**src/rtl/recip_gate.sv**
```systemverilog
module recip_gate #(
  parameter int W = 32
) (
  input  logic         clk,
  input  logic         rst_n,
  input  logic         sig_in,
  input  logic         arm_n,
  input  logic         gated,
  input  logic         win_n,
  output logic         busy,
  output logic [W-1:0] smp_cnt,
  output logic [W-1:0] tim_cnt,
  output logic         smp_ovf,
  output logic         tim_ovf
);

  logic [2:0] sp;
  logic       arm_q;
  logic       g1;
  logic       g2;

  wire det   = sp[1] & ~sp[2];
  wire req   = ~arm_n & (~gated | ~win_n);
  wire clr   = ~arm_n & arm_q;
  wire s_inc = det & g1;
  wire t_inc = g2;

  assign busy = g2;

  always_ff @(posedge clk or negedge rst_n)
    if (!rst_n) begin
      sp    <= '0;
      arm_q <= 1'b1;
      g1    <= 1'b0;
      g2    <= 1'b0;
    end else begin
      sp    <= {sp[1:0], sig_in};
      arm_q <= arm_n;
      if (det) g1 <= req;
      g2    <= g1;
    end

  always_ff @(posedge clk or negedge rst_n)
    if (!rst_n) begin
      smp_cnt <= '0;
      smp_ovf <= 1'b0;
    end else if (clr) begin
      smp_cnt <= '0;
      smp_ovf <= 1'b0;
    end else if (s_inc) begin
      smp_cnt <= smp_cnt + 1'b1;
      if (&smp_cnt) smp_ovf <= 1'b1;
    end

  always_ff @(posedge clk or negedge rst_n)
    if (!rst_n) begin
      tim_cnt <= '0;
      tim_ovf <= 1'b0;
    end else if (clr) begin
      tim_cnt <= '0;
      tim_ovf <= 1'b0;
    end else if (t_inc) begin
      tim_cnt <= tim_cnt + 1'b1;
      if (&tim_cnt) tim_ovf <= 1'b1;
    end

endmodule

```
**config.mk**
```make
export PLATFORM = sky130hd
export DESIGN_NAME = recip_gate
export DESIGN_NICKNAME = d
export VERILOG_FILES = /design/src/rtl/recip_gate.sv
export SDC_FILE = /design/constraint.sdc
export NUM_CORES = 1
export LEC_CHECK = 0
export BUFFER_PORTS_ARGS = -buffer_cell sky130_fd_sc_hd__buf_2
export CORE_MARGIN = 2
export CORE_UTILIZATION = 59
export DETAILED_ROUTE_END_ITERATION = 12
export PLACE_DENSITY = 0.9
export SKIP_CTS_REPAIR_TIMING = 1
export SYNTH_ARGS = -nofsm -noshare
export SYNTH_HDL_FRONTEND = slang
export SYNTH_SLANG_ARGS = --single-unit
```
**constraint.sdc**
```tcl
create_clock -name clk -period 3.5 [get_ports clk]
set_input_delay 0 -clock clk [delete_from_list [all_inputs] [get_ports clk]]
set_output_delay 0 -clock clk [all_outputs]
set_load 0.1 [all_outputs]
```
Word-level counts from Yosys, hierarchy flattened
Index checks and enable logic that the tools add are counted.
- flip-flop bits (word level): 72
- bits of input ports: 6
- output and inout bits: 67
- word-level logic and storage cells: 37
- add/subtract/negate cells: 2
- muxes and demuxes: 10
- bitwise operators: 9
- reduce and logical (&&, ||, !) cells: 8
- operators by type and width (cell ; number):
    $mux 32 ; 4
    $add 32x1->32 const B ; 2
    $reduce_and 32->1 ; 2
    $reduce_bool 2->1 ; 4
    $mux 1 ; 6
    $and 1x1->1 ; 4
    $not 1->1 ; 4
    $reduce_and 2->1 ; 2
    $or 1x1->1 ; 1

Longest topological paths before layout
Gate-level depths: netlist of run 1.
- word-level depth: 5
- gate-level depth with buffers: 7
- gate-level depth less buffers: 6

Worst setup path before layout of run 1
Ideal clock, no wire load.
- path type: reg2reg
- from: register smp_cnt[0]
- to: register smp_cnt[18]
- setup time: 0.074 ns
- arrival time: 2.575 ns
- required time: 3.426 ns
- path slack: 0.851 ns
- stages on the path, launching flop included: 7
- buffers on the path: 0
- period minus slack after synthesis: 2.649 ns
- cell sequence: dfrtp_1 > ha_1 > nand4b_1 > nor4_2 > nand4_1 > xor2_1 > nor2_1
- word-level cells in the longest chain between the ends: 3
- RTL lines (what ; line ; text):
    start, declared ; 11 ; output logic [W-1:0] smp_cnt,
    start signal, assigned ; 51 ; smp_cnt <= smp_cnt + 1'b1;
    $add 32x1->32 ; 51 ;
    $mux 32 ; 50 ; end else if (s_inc) begin
    $mux 32 ; 47 ; end else if (clr) begin
Every way passes these cells. The select of a mux whose other input is x is not followed.
A chain may end at the register's enable or synchronous reset.

Worst setup path after layout of run 1
- from: register smp_cnt[1]
- to: register smp_cnt[22]
Same word-level chain as after synthesis.

==> flow_summary.yaml, run 1 <==
timing:
  timing.slew.headroom: 0.4323
  setup-tns-final_ns: 0
  hold_viol: 0
  maxSlewViolCount: 0
  rsz0062_at_grt: "false"
  setup_viol_count_final: 0
  worst_pin_slew_ns: 0.8397
  fin_crit_sh: 0.6622
  fin_ws_ns: 1.182
  fin_crit_ns: 2.318
  clock_skew_ns: 0.005060
  fmax_ghz: 0.4314
worst_setup_path:
  reg2reg_depth: 6
  path_max_fanout: 10
  crit_type: "register to register"
  cp.arrival_ns: 2.56
  reg2reg_slack_ns: 1.18
  start_kind: "register"
  r2r_start: "smp_cnt[1]"
  crit_path_end_kind: "register"
  r2r-end: "smp_cnt[22]"
  cp_data_required_time_ns: 3.74
global_route:
  grt_max_degree: 39
  gr-total-overflow: 0
  antenna_found_initial: 0
  grt_usage: 0.2515
  grt_first_pass_wirelength_um: 12850
  grt_pass1_vias: 2731
min_path:
  hold_end: "g1"
  hold_start: "win_n"
  hp-class: "input port to register"
  whs_path_depth: 3
cells_and_area:
  area_growth_pct: 19.16
  stdcell_count: 504
  drive_gt1_frac: 0.2657
  n_antenna_cell: 0
  nets: 432
floorplanning:
  die_area_um2: 6671
  core_area_um2: 5886
  start_util: 0.6048
  io_pins: 73
  fp.dieW_um: 81.68
  rows: 28
  die_y_um: 81.68
synth:
  async_reset_ff_frac: 1.000
  ys.warnings.count: 0
  synth_cell_types: 42
  syn_area_per_cell_um2: 10.23
  synth_edf_count: 0
  syn_inst: 348
  ys_ff_latch: 72
  ys.flop_type: "dfrtp_1"
  seq_area_frac_synth: 0.5065
  synth_fp_nets: 356
  syn_area_um2: 3560
routing:
  firstDrtPassIters: 4
  wirelength_um: 7766
  vias: 2888
  drc: 0
  routedWlPerCell_um: 15.41
  ant_nets: 0
  drtIter0Drc: 174
  avgViaCountPerCell: 5.730
place:
  post-place-ws_ns: 1.224
  io_buffers: 72
  hpwlAfterDp_um: 5298
  placed_cells: 485
  finalWeightedCongestion: 0.8467
power:
  pwr-share-comb: 0.132
  ir_worst_vdd_mv: 0.2805
  switching_share: 0.2866
  seqPwrFrac: 0.450
  power_frac_clock: 0.418
  static-leakage-power_nw: 2.113
  power_density_nw_per_um2: 467.1
  p_int_w: 0.001414
  p_sw_w: 0.0005678
clock_network:
  ctsLongestPathBuffers: 2
  clkTransAtPathRegs_ns: 0.08
  clkSinkCount: 72
  clk_latency_ns: 0.35
  ctsHtreeMaxLevel: 3
  cts_tree: "built"
  cts_root_buffer: "clkbuf_8"
  cts_buffers: 9
outcome:
  outcome: "finished, final reports clean"
run:
  drv_cap: 0
==> cell type report <==
cell class	count	area, µm²
clock buffer	11	151.4
clock inverter	5	102.6
fill	438	1644
inverter	6	22.52
multi-input combinational	257	1655
sequential	72	1803
tap	75	93.84
timing repair buffer	78	412.9
==> cells in the mapped netlist, types with 2 or more instances <==
cell type | n | area share
nor4_2 | 6 | 0.021
and3_1 | 12 | 0.021
or3_2 | 3 | 0.0063
nand2_1 | 24 | 0.025
and4_1 | 2 | 0.0049
mux2i_1 | 2 | 0.0056
nor4_4 | 3 | 0.018
buf_6 | 2 | 0.0063
dfrtp_1 | 71 | 0.50
nor3_1 | 5 | 0.0070
nand3_1 | 18 | 0.025
nand3_2 | 3 | 0.0084
nor2_1 | 63 | 0.066
xnor2_1 | 20 | 0.049
xor2_1 | 34 | 0.084
o21ai_0 | 7 | 0.0098
ha_1 | 2 | 0.0070
nor4_1 | 5 | 0.0088
a21oi_1 | 8 | 0.011
clkbuf_1 | 8 | 0.0084
inv_1 | 6 | 0.0063
o21a_1 | 2 | 0.0042
nand4_1 | 19 | 0.033
nor2b_1 | 2 | 0.0035
or3_1 | 4 | 0.0070
==> placed cells by master (no fill, tap or decap), drive strengths merged, types with 3 or more instances in the layout <==
cell | Yosys | final
a21oi | 8 | 8
and3 | 13 | 13
buf | 4 | 75
bufinv | 0 | 3
clkbuf | 8 | 11
dfrtp | 71 | 71
dlygate4sd3 | 0 | 3
inv | 6 | 6
nand2 | 24 | 24
nand3 | 21 | 21
nand4 | 20 | 20
nor2 | 63 | 63
nor3 | 5 | 5
nor4 | 14 | 14
o21ai | 7 | 7
or3 | 7 | 7
xnor2 | 20 | 20
xor2 | 34 | 34
==> worst max path at each step <==
stage,start,end,slack (ns),cells past startpoint
2_1_floorplan,smp_cnt[0],smp_cnt[18],0.85,6
3_3_place_gp,smp_cnt[0],smp_cnt[28],1.34,6
3_5_place_dp,smp_cnt[0],smp_cnt[18],1.22,6
4_1_cts,smp_cnt[0],smp_cnt[22],1.17,6
5_1_grt,smp_cnt[0],smp_cnt[22],0.99,6
6_report,smp_cnt[1],smp_cnt[22],1.18,6
==> worst max-delay path, cell delays in order, from the launching register on <==
cell      delay [ns]
dfrtp_1         0.42
ha_1            0.17
nand4b_1        0.28
nor4_2          0.84
nand4_1         0.23
xor2_1          0.21
nor2_1          0.05
==> registers in the layout, summed over array words and instances (netlist names) <==
signal   flops
smp_ovf      1
smp_cnt     32
tim_cnt     32
busy         1
g1           1
arm_q        1
tim_ovf      1
sp           3
==> kinds of logic after synthesis <==
group	Yosys count	share of synthesized area
AO/OA/AOI/OAI	19	0.02988
buffers and inverters	19	0.03058
multiplexers	3	0.008787
flip-flops	72	0.5065
AND/OR/NAND/NOR	179	0.2844
XOR/XNOR	54	0.1329
adder cells (fa/ha/maj)	2	0.007029
==> stage by stage <==
step	instance area (µm²)	total power, W	utilization	hold slack, ns
final	4242	0.001981	0.7207	0.02952
after global routing	4242	0.002050	0.7207	0.06266
after CTS	4212	0.001991	0.7156	-0.2555
after global placement	3958	0.001162	0.6724	0.1090
after detailed placement	3958	0.001168	0.6724	0.1136
after floorplan	3560	0.001106	-	-0.2956
==> routing by layer <==
| layer | GRT usage | vias up | share of wire |
|---|---|---|---|
| li1 | - | 1341 | - |
| met1 | 0.3244 | 1426 | 0.41 |
| met4 | 0.1100 | 0 | 0.019 |
| met5 | 0 | - | 0 |
| met3 | 0.05055 | 13 | 0.073 |
| met2 | 0.4131 | 108 | 0.49 |
==> power groups by stage <==
| stage | Sequential, W | Combinational (W) | Clock (W) |
|---|---|---|---|
| global route | 0.000898 | 0.000276 | 0.000877 |
| finish | 0.000893 | 0.000261 | 0.000828 |
| floorplan | 0.00105 | 0.0000515 | 0 |
| CTS | 0.000892 | 0.000261 | 0.000838 |
| global placement | 0.000906 | 0.000256 | 0 |
| detailed placement | 0.000908 | 0.000261 | 0 |
Power figures use the tool's default switching activity.
==> inputs of run 2 (changes only) <==
--- a/config.mk
+++ b/config.mk
@@ -5,11 +5,12 @@
 export SDC_FILE = /design/constraint.sdc
 export NUM_CORES = 1
 export LEC_CHECK = 0
+export ABC_AREA = 1
 export BUFFER_PORTS_ARGS = -buffer_cell sky130_fd_sc_hd__buf_2
 export CORE_MARGIN = 2
-export CORE_UTILIZATION = 59
+export CORE_UTILIZATION = 56
 export DETAILED_ROUTE_END_ITERATION = 12
-export PLACE_DENSITY = 0.9
+export PLACE_DENSITY = 0.85
 export SKIP_CTS_REPAIR_TIMING = 1
 export SYNTH_ARGS = -nofsm -noshare
 export SYNTH_HDL_FRONTEND = slang
==> constraint.sdc (replaced) <==
create_clock -name clk -period 2.4 [get_ports clk]
set_input_delay 0 -clock clk [delete_from_list [all_inputs] [get_ports clk]]
set_output_delay 0 -clock clk [all_outputs]
set_load 0.1 [all_outputs]
==> flow_summary.yaml, run 2 <==
routing:
  wirelength_um: 10360
  drtIter0Drc: 225
  drc: 0
  firstDrtPassIters: 7
  avgViaCountPerCell: 5.276
  vias: 4152
  ant_nets: 0
  routedWlPerCell_um: 13.16
cells_and_area:
  area_growth_pct: 16.51
  top_regs: "smp_cnt x32, tim_cnt x32, sp x3"
  filler_cell_count: 622
  utilization: 0.6707
  nets: 691
  n_antenna_cell: 0
  drive_gt1_frac: 0.1802
  layout.cells.most_common_list: "nand2_1, nor2_1, buf_2"
  layout_commonest_cell: "nand2_1"
power:
  power_density_nw_per_um2: 516.8
  static-leakage-power_nw: 2.496
  ir_worst_vdd_mv: 0.3603
clock_network:
  clkSinkCount: 72
  clkTransAtPathRegs_ns: 0.08
  cts_buffers: 9
  clk_latency_ns: 0.36
  ctsHtreeMaxLevel: 3
  cts_root_buffer: "clkbuf_8"
  ctsLongestPathBuffers: 2
  cts_tree: "built"
synth:
  syn_area_um2: 4153
  async_reset_ff_frac: 1.000
  synth_top_cells_by_count: "nand2_1, nor2_1, dfrtp_1"
  seq_area_frac_synth: 0.4342
  synth_fp_nets: 610
  yosysMostFrequentCell: "nand2_1"
  ys.flop_type: "dfrtp_1"
  synth.area.top_cells: "dfrtp_1, nand2_1, nor2_1"
  synth_cell_types: 31
  ys_ff_latch: 72
  ys.warnings.count: 0
  synth_edf_count: 0
  synth_top_area_share: 0.4278
  syn_area_per_cell_um2: 6.898
  synth_area_leader_cell: "dfrtp_1"
  syn_inst: 602
floorplanning:
  core_area_um2: 7214
  die_y_um: 90.12
  die_area_um2: 8121
  fp.dieW_um: 90.12
  start_util: 0.5756
  io_pins: 73
  rows: 31
global_route:
  busiest_layer: "met2"
  grt.met2_usage: 0.4380
  grt_first_pass_wirelength_um: 17570
  antenna_found_initial: 0
  grt_use_met1: 0.3385
  grt_max_degree: 44
  grt_usage: 0.2654
  grt_use_met3: 0.06119
  gr-total-overflow: 0
  grt_pass1_vias: 3829
timing:
  hold_viol: 0
  fmax_ghz: 0.5934
  fin_crit_sh: 0.7021
  worst_pin_slew_ns: 0.6772
  rsz0062_at_grt: "false"
  setup_viol_count_final: 0
  clock_skew_ns: 0.01541
  timing.slew.headroom: 0.5485
  maxSlewViolCount: 0
  fin_crit_ns: 1.685
  setup-tns-final_ns: 0
place:
  finalWeightedCongestion: 0.9393
  io_buffers: 72
  hpwlAfterDp_um: 7659
worst_setup_path:
  path_max_fanout: 34
  crit_type: "register to register"
  reg2reg_slack_ns: 0.71
  start_kind: "register"
  cp_data_required_time_ns: 2.64
  cp.arrival_ns: 1.92
  crit_path_end_kind: "register"
outcome:
  outcome: "finished, final reports clean"
run:
  drv_cap: 0
min_path:
  hp-class: "input port to register"
[run 2: critical path, stage by stage (launching register included)]
cell and delay [ns]:
dfstp_2 0.51, inv_1 0.03, or2_2 0.51, inv_1 0.31, o21bai_1 0.16, nor2_1 0.05
[run 2: cell type report]
| cell class | count | area (µm²) | area share |
|---|---|---|---|
| Multi-Input combinational cell | 444 | 2022 | 0.4179 |
| Sequential cell | 72 | 1803 | 0.3726 |
| Timing Repair Buffer | 78 | 425.4 | 0.08792 |
| Inverter | 78 | 292.8 | 0.06051 |
| Clock buffer | 15 | 166.4 | 0.03439 |
| Tap cell | 99 | 123.9 | 0.02560 |
| Clock inverter | 1 | 5.005 | 0.001034 |
[run 2: per-stage QoR]
| step | area, µm² | hold slack, ns | power [W] | worst slack (ns) | std cells |
|---|---|---|---|---|---|
| finish | 4838 | 0.02936 | 0.002500 | 0.7149 | 787 |
| global route | 4838 | 0.05790 | 0.002604 | 0.5651 | 787 |
| CTS | 4808 | -0.3052 | 0.002512 | 0.7075 | 784 |
| detailed placement | 4637 | 0.08051 | 0.001650 | 0.7242 | 768 |
| global placement | 4637 | 0.06980 | 0.001637 | 0.7479 | 768 |
| floorplan | 4153 | -0.2956 | 0.001557 | 0.2288 | 602 |
[run 2: power by group]
part           switching, W  internal (W)
sequential        0.0000373       0.00124
combinational      0.000285     0.0000611
clock              0.000441      0.000433
[run 2: kinds of logic after synthesis]
logic type / count (synthesis) / synth area share
flops: 72 / 0.4342
compound gates: 61 / 0.07683
mux: 1 / 0.002711
simple gates: 380 / 0.4013
fa+ha+maj: 2 / 0.006025
buf+inv: 86 / 0.07894
[run 2: worst paths after layout]
path                            start          end  cells after the start
worst min register to register  sp[0]        sp[1]                      0
worst max register to register  arm_q  tim_cnt[15]                      5
min in group asynchronous       rst_n   tim_cnt[2]                      2
worst min-delay path            win_n           g1                      3
worst max-delay path            arm_q  tim_cnt[15]                      5
max in group asynchronous       rst_n  tim_cnt[13]                      3
[run 2: routing by layer]
layer,share of wire,wire (µm)
met3,0.071,732
met5,0,0
met2,0.49,5066
met4,0.027,278
met1,0.41,4277
==> inputs of run 3 (changes only) <==
==> constraint.sdc (replaced) <==
create_clock -name clk -period 1.65 [get_ports clk]
set_input_delay 0 -clock clk [delete_from_list [all_inputs] [get_ports clk]]
set_output_delay 0 -clock clk [all_outputs]
set_load 0.1 [all_outputs]
==> flow_summary.yaml, run 3 (same netlist as run 2, synthesis figures left out) <==
floorplanning:
  io_pins: 73
  die_y_um: 90.12
  fp.dieW_um: 90.12
  start_util: 0.5756
  core_area_um2: 7214
  rows: 31
  die_area_um2: 8121
place:
  finalWeightedCongestion: 0.9450
  hpwlAfterDp_um: 8007
  post_dp_cell_area_um2: 4796
  io_buffers: 72
routing:
  vias: 4147
  firstDrtPassIters: 4
  drc: 0
  routedWlPerCell_um: 13.31
  drtIter0Drc: 202
  wirelength_um: 10510
  avgViaCountPerCell: 5.249
  ant_nets: 0
power:
  static-leakage-power_nw: 2.404
  ir_worst_vdd_mv: 0.4548
  p_total_w: 0.003673
  power_density_nw_per_um2: 734.3
worst_setup_path:
  r2r-end: "smp_cnt[27]"
  reg2reg_depth: 8
  crit_path_end_kind: "register"
  start_kind: "register"
  crit_type: "register to register"
  reg2reg_slack_ns: 0.11
  path_max_fanout: 10
  cp.arrival_ns: 1.82
  r2r_start: "sp[2]"
  cp_data_required_time_ns: 1.93
clock_network:
  ctsLongestPathBuffers: 2
  cts_buffers: 9
  ctsHtreeMaxLevel: 3
  clkTransAtPathRegs_ns: 0.07
  cts_tree: "built"
  cts_root_buffer: "clkbuf_8"
  clk_latency_ns: 0.35
  clkSinkCount: 72
timing:
  rsz0062_at_grt: "true"
  maxSlewViolCount: 0
  fin_crit_ns: 1.542
  fmax_ghz: 0.6485
  hold_viol: 0
  clock_skew_ns: 0.008789
  timing.slew.headroom: 0.5738
  setup_viol_count_final: 0
  setup-tns-final_ns: 0
  fin_crit_sh: 0.9346
  worst_pin_slew_ns: 0.6393
min_path:
  hold_start: "win_n"
  hp-class: "input port to register"
  whs_path_depth: 3
  hold_end: "g1"
cells_and_area:
  drive_gt1_frac: 0.2779
  area_growth_pct: 20.46
  nets: 694
  layout.cells.most_common_list: "nand2_1, nor2_1, buf_2"
  design_area_um2: 5002
  n_antenna_cell: 0
  top_regs: "smp_cnt x32, tim_cnt x32, sp x3"
  layout_commonest_cell: "nand2_1"
outcome:
  outcome: "finished, final reports clean"
run:
  drv_cap: 0
global_route:
  grt_usage: 0.2725
  grt_pass1_vias: 4012
  antenna_found_initial: 0
  grt_first_pass_wirelength_um: 17970
  grt_max_degree: 37
  gr-total-overflow: 0
-- run 3: cell types whose count changed in the layout (fill, tap and decap cells not counted) --
cell | before | now
nor2_1 | 123 | 122
nor2_4 | 10 | 11
dfrtp_1 | 71 | 10
clkbuf_1 | 4 | 3
clkbuf_8 | 11 | 10
ha_1 | 2 | 0
clkinvlp_4 | 0 | 2
dfrtp_2 | 0 | 52
buf_12 | 1 | 2
ha_4 | 0 | 2
buf_4 | 2 | 4
dfrtp_4 | 0 | 9
-- run 3: cell type report --
cell class	instances	area [µm²]
Fill cell	648	2212
Clock buffer	13	148.9
Inverter	78	292.8
Clock inverter	3	20.02
Multi-Input combinational cell	444	2054
Sequential cell	72	1902
Tap cell	99	123.9
Timing Repair Buffer	81	460.4
-- run 3: worst max-delay path by stage --
stage                     depth (start not counted)  slack [ns]         from     endpoint
final                                             8        0.11        sp[2]  smp_cnt[27]
after global routing                              9      -0.002        sp[2]  smp_cnt[21]
after CTS                                         8        0.11        sp[2]  smp_cnt[27]
after detailed placement                          8        0.13        sp[2]  smp_cnt[27]
after global placement                            7        0.20        arm_q   tim_cnt[8]
after floorplan                                   7      0.0002  tim_cnt[29]  tim_cnt[31]
-- run 3: layer usage --
| layer | GRT usage | vias to the layer above | wire length (µm) |
|---|---|---|---|
| li1 | - | 2043 | - |
| met1 | 0.3264 | 1936 | 4363 |
| met2 | 0.4856 | 140 | 5368 |
| met3 | 0.03856 | 28 | 526 |
| met4 | 0.1231 | 0 | 256 |
| met5 | 0 | - | 0 |
-- run 3: worst max-delay path, cell delays in order (launching register included) --
cell and delay, ns:
dfrtp_1 0.39, inv_2 0.07, nand3_2 0.15, inv_2 0.23
nand2_1 0.11, nor2_1 0.17, nand3_1 0.11, and2_1 0.16
nor2_1 0.09
-- run 3: power by group --
group          switching [W]  internal [W]
Clock               0.000671      0.000587
Combinational       0.000415      0.000107
Sequential         0.0000624       0.00183
-- run 3: stage by stage --
step           worst slack, ns  std cells  hold slack [ns]  utilization
2_1_floorplan        0.0001834        602          -0.2956            -
3_3_place_gp            0.1985        771          0.07026       0.6648
3_5_place_dp            0.1310        771          0.07256       0.6648
4_1_cts                 0.1142        787          -0.2961       0.6882
5_1_grt              -0.002064        790          0.09416       0.6934
6_report                0.1079        790          0.06394       0.6934
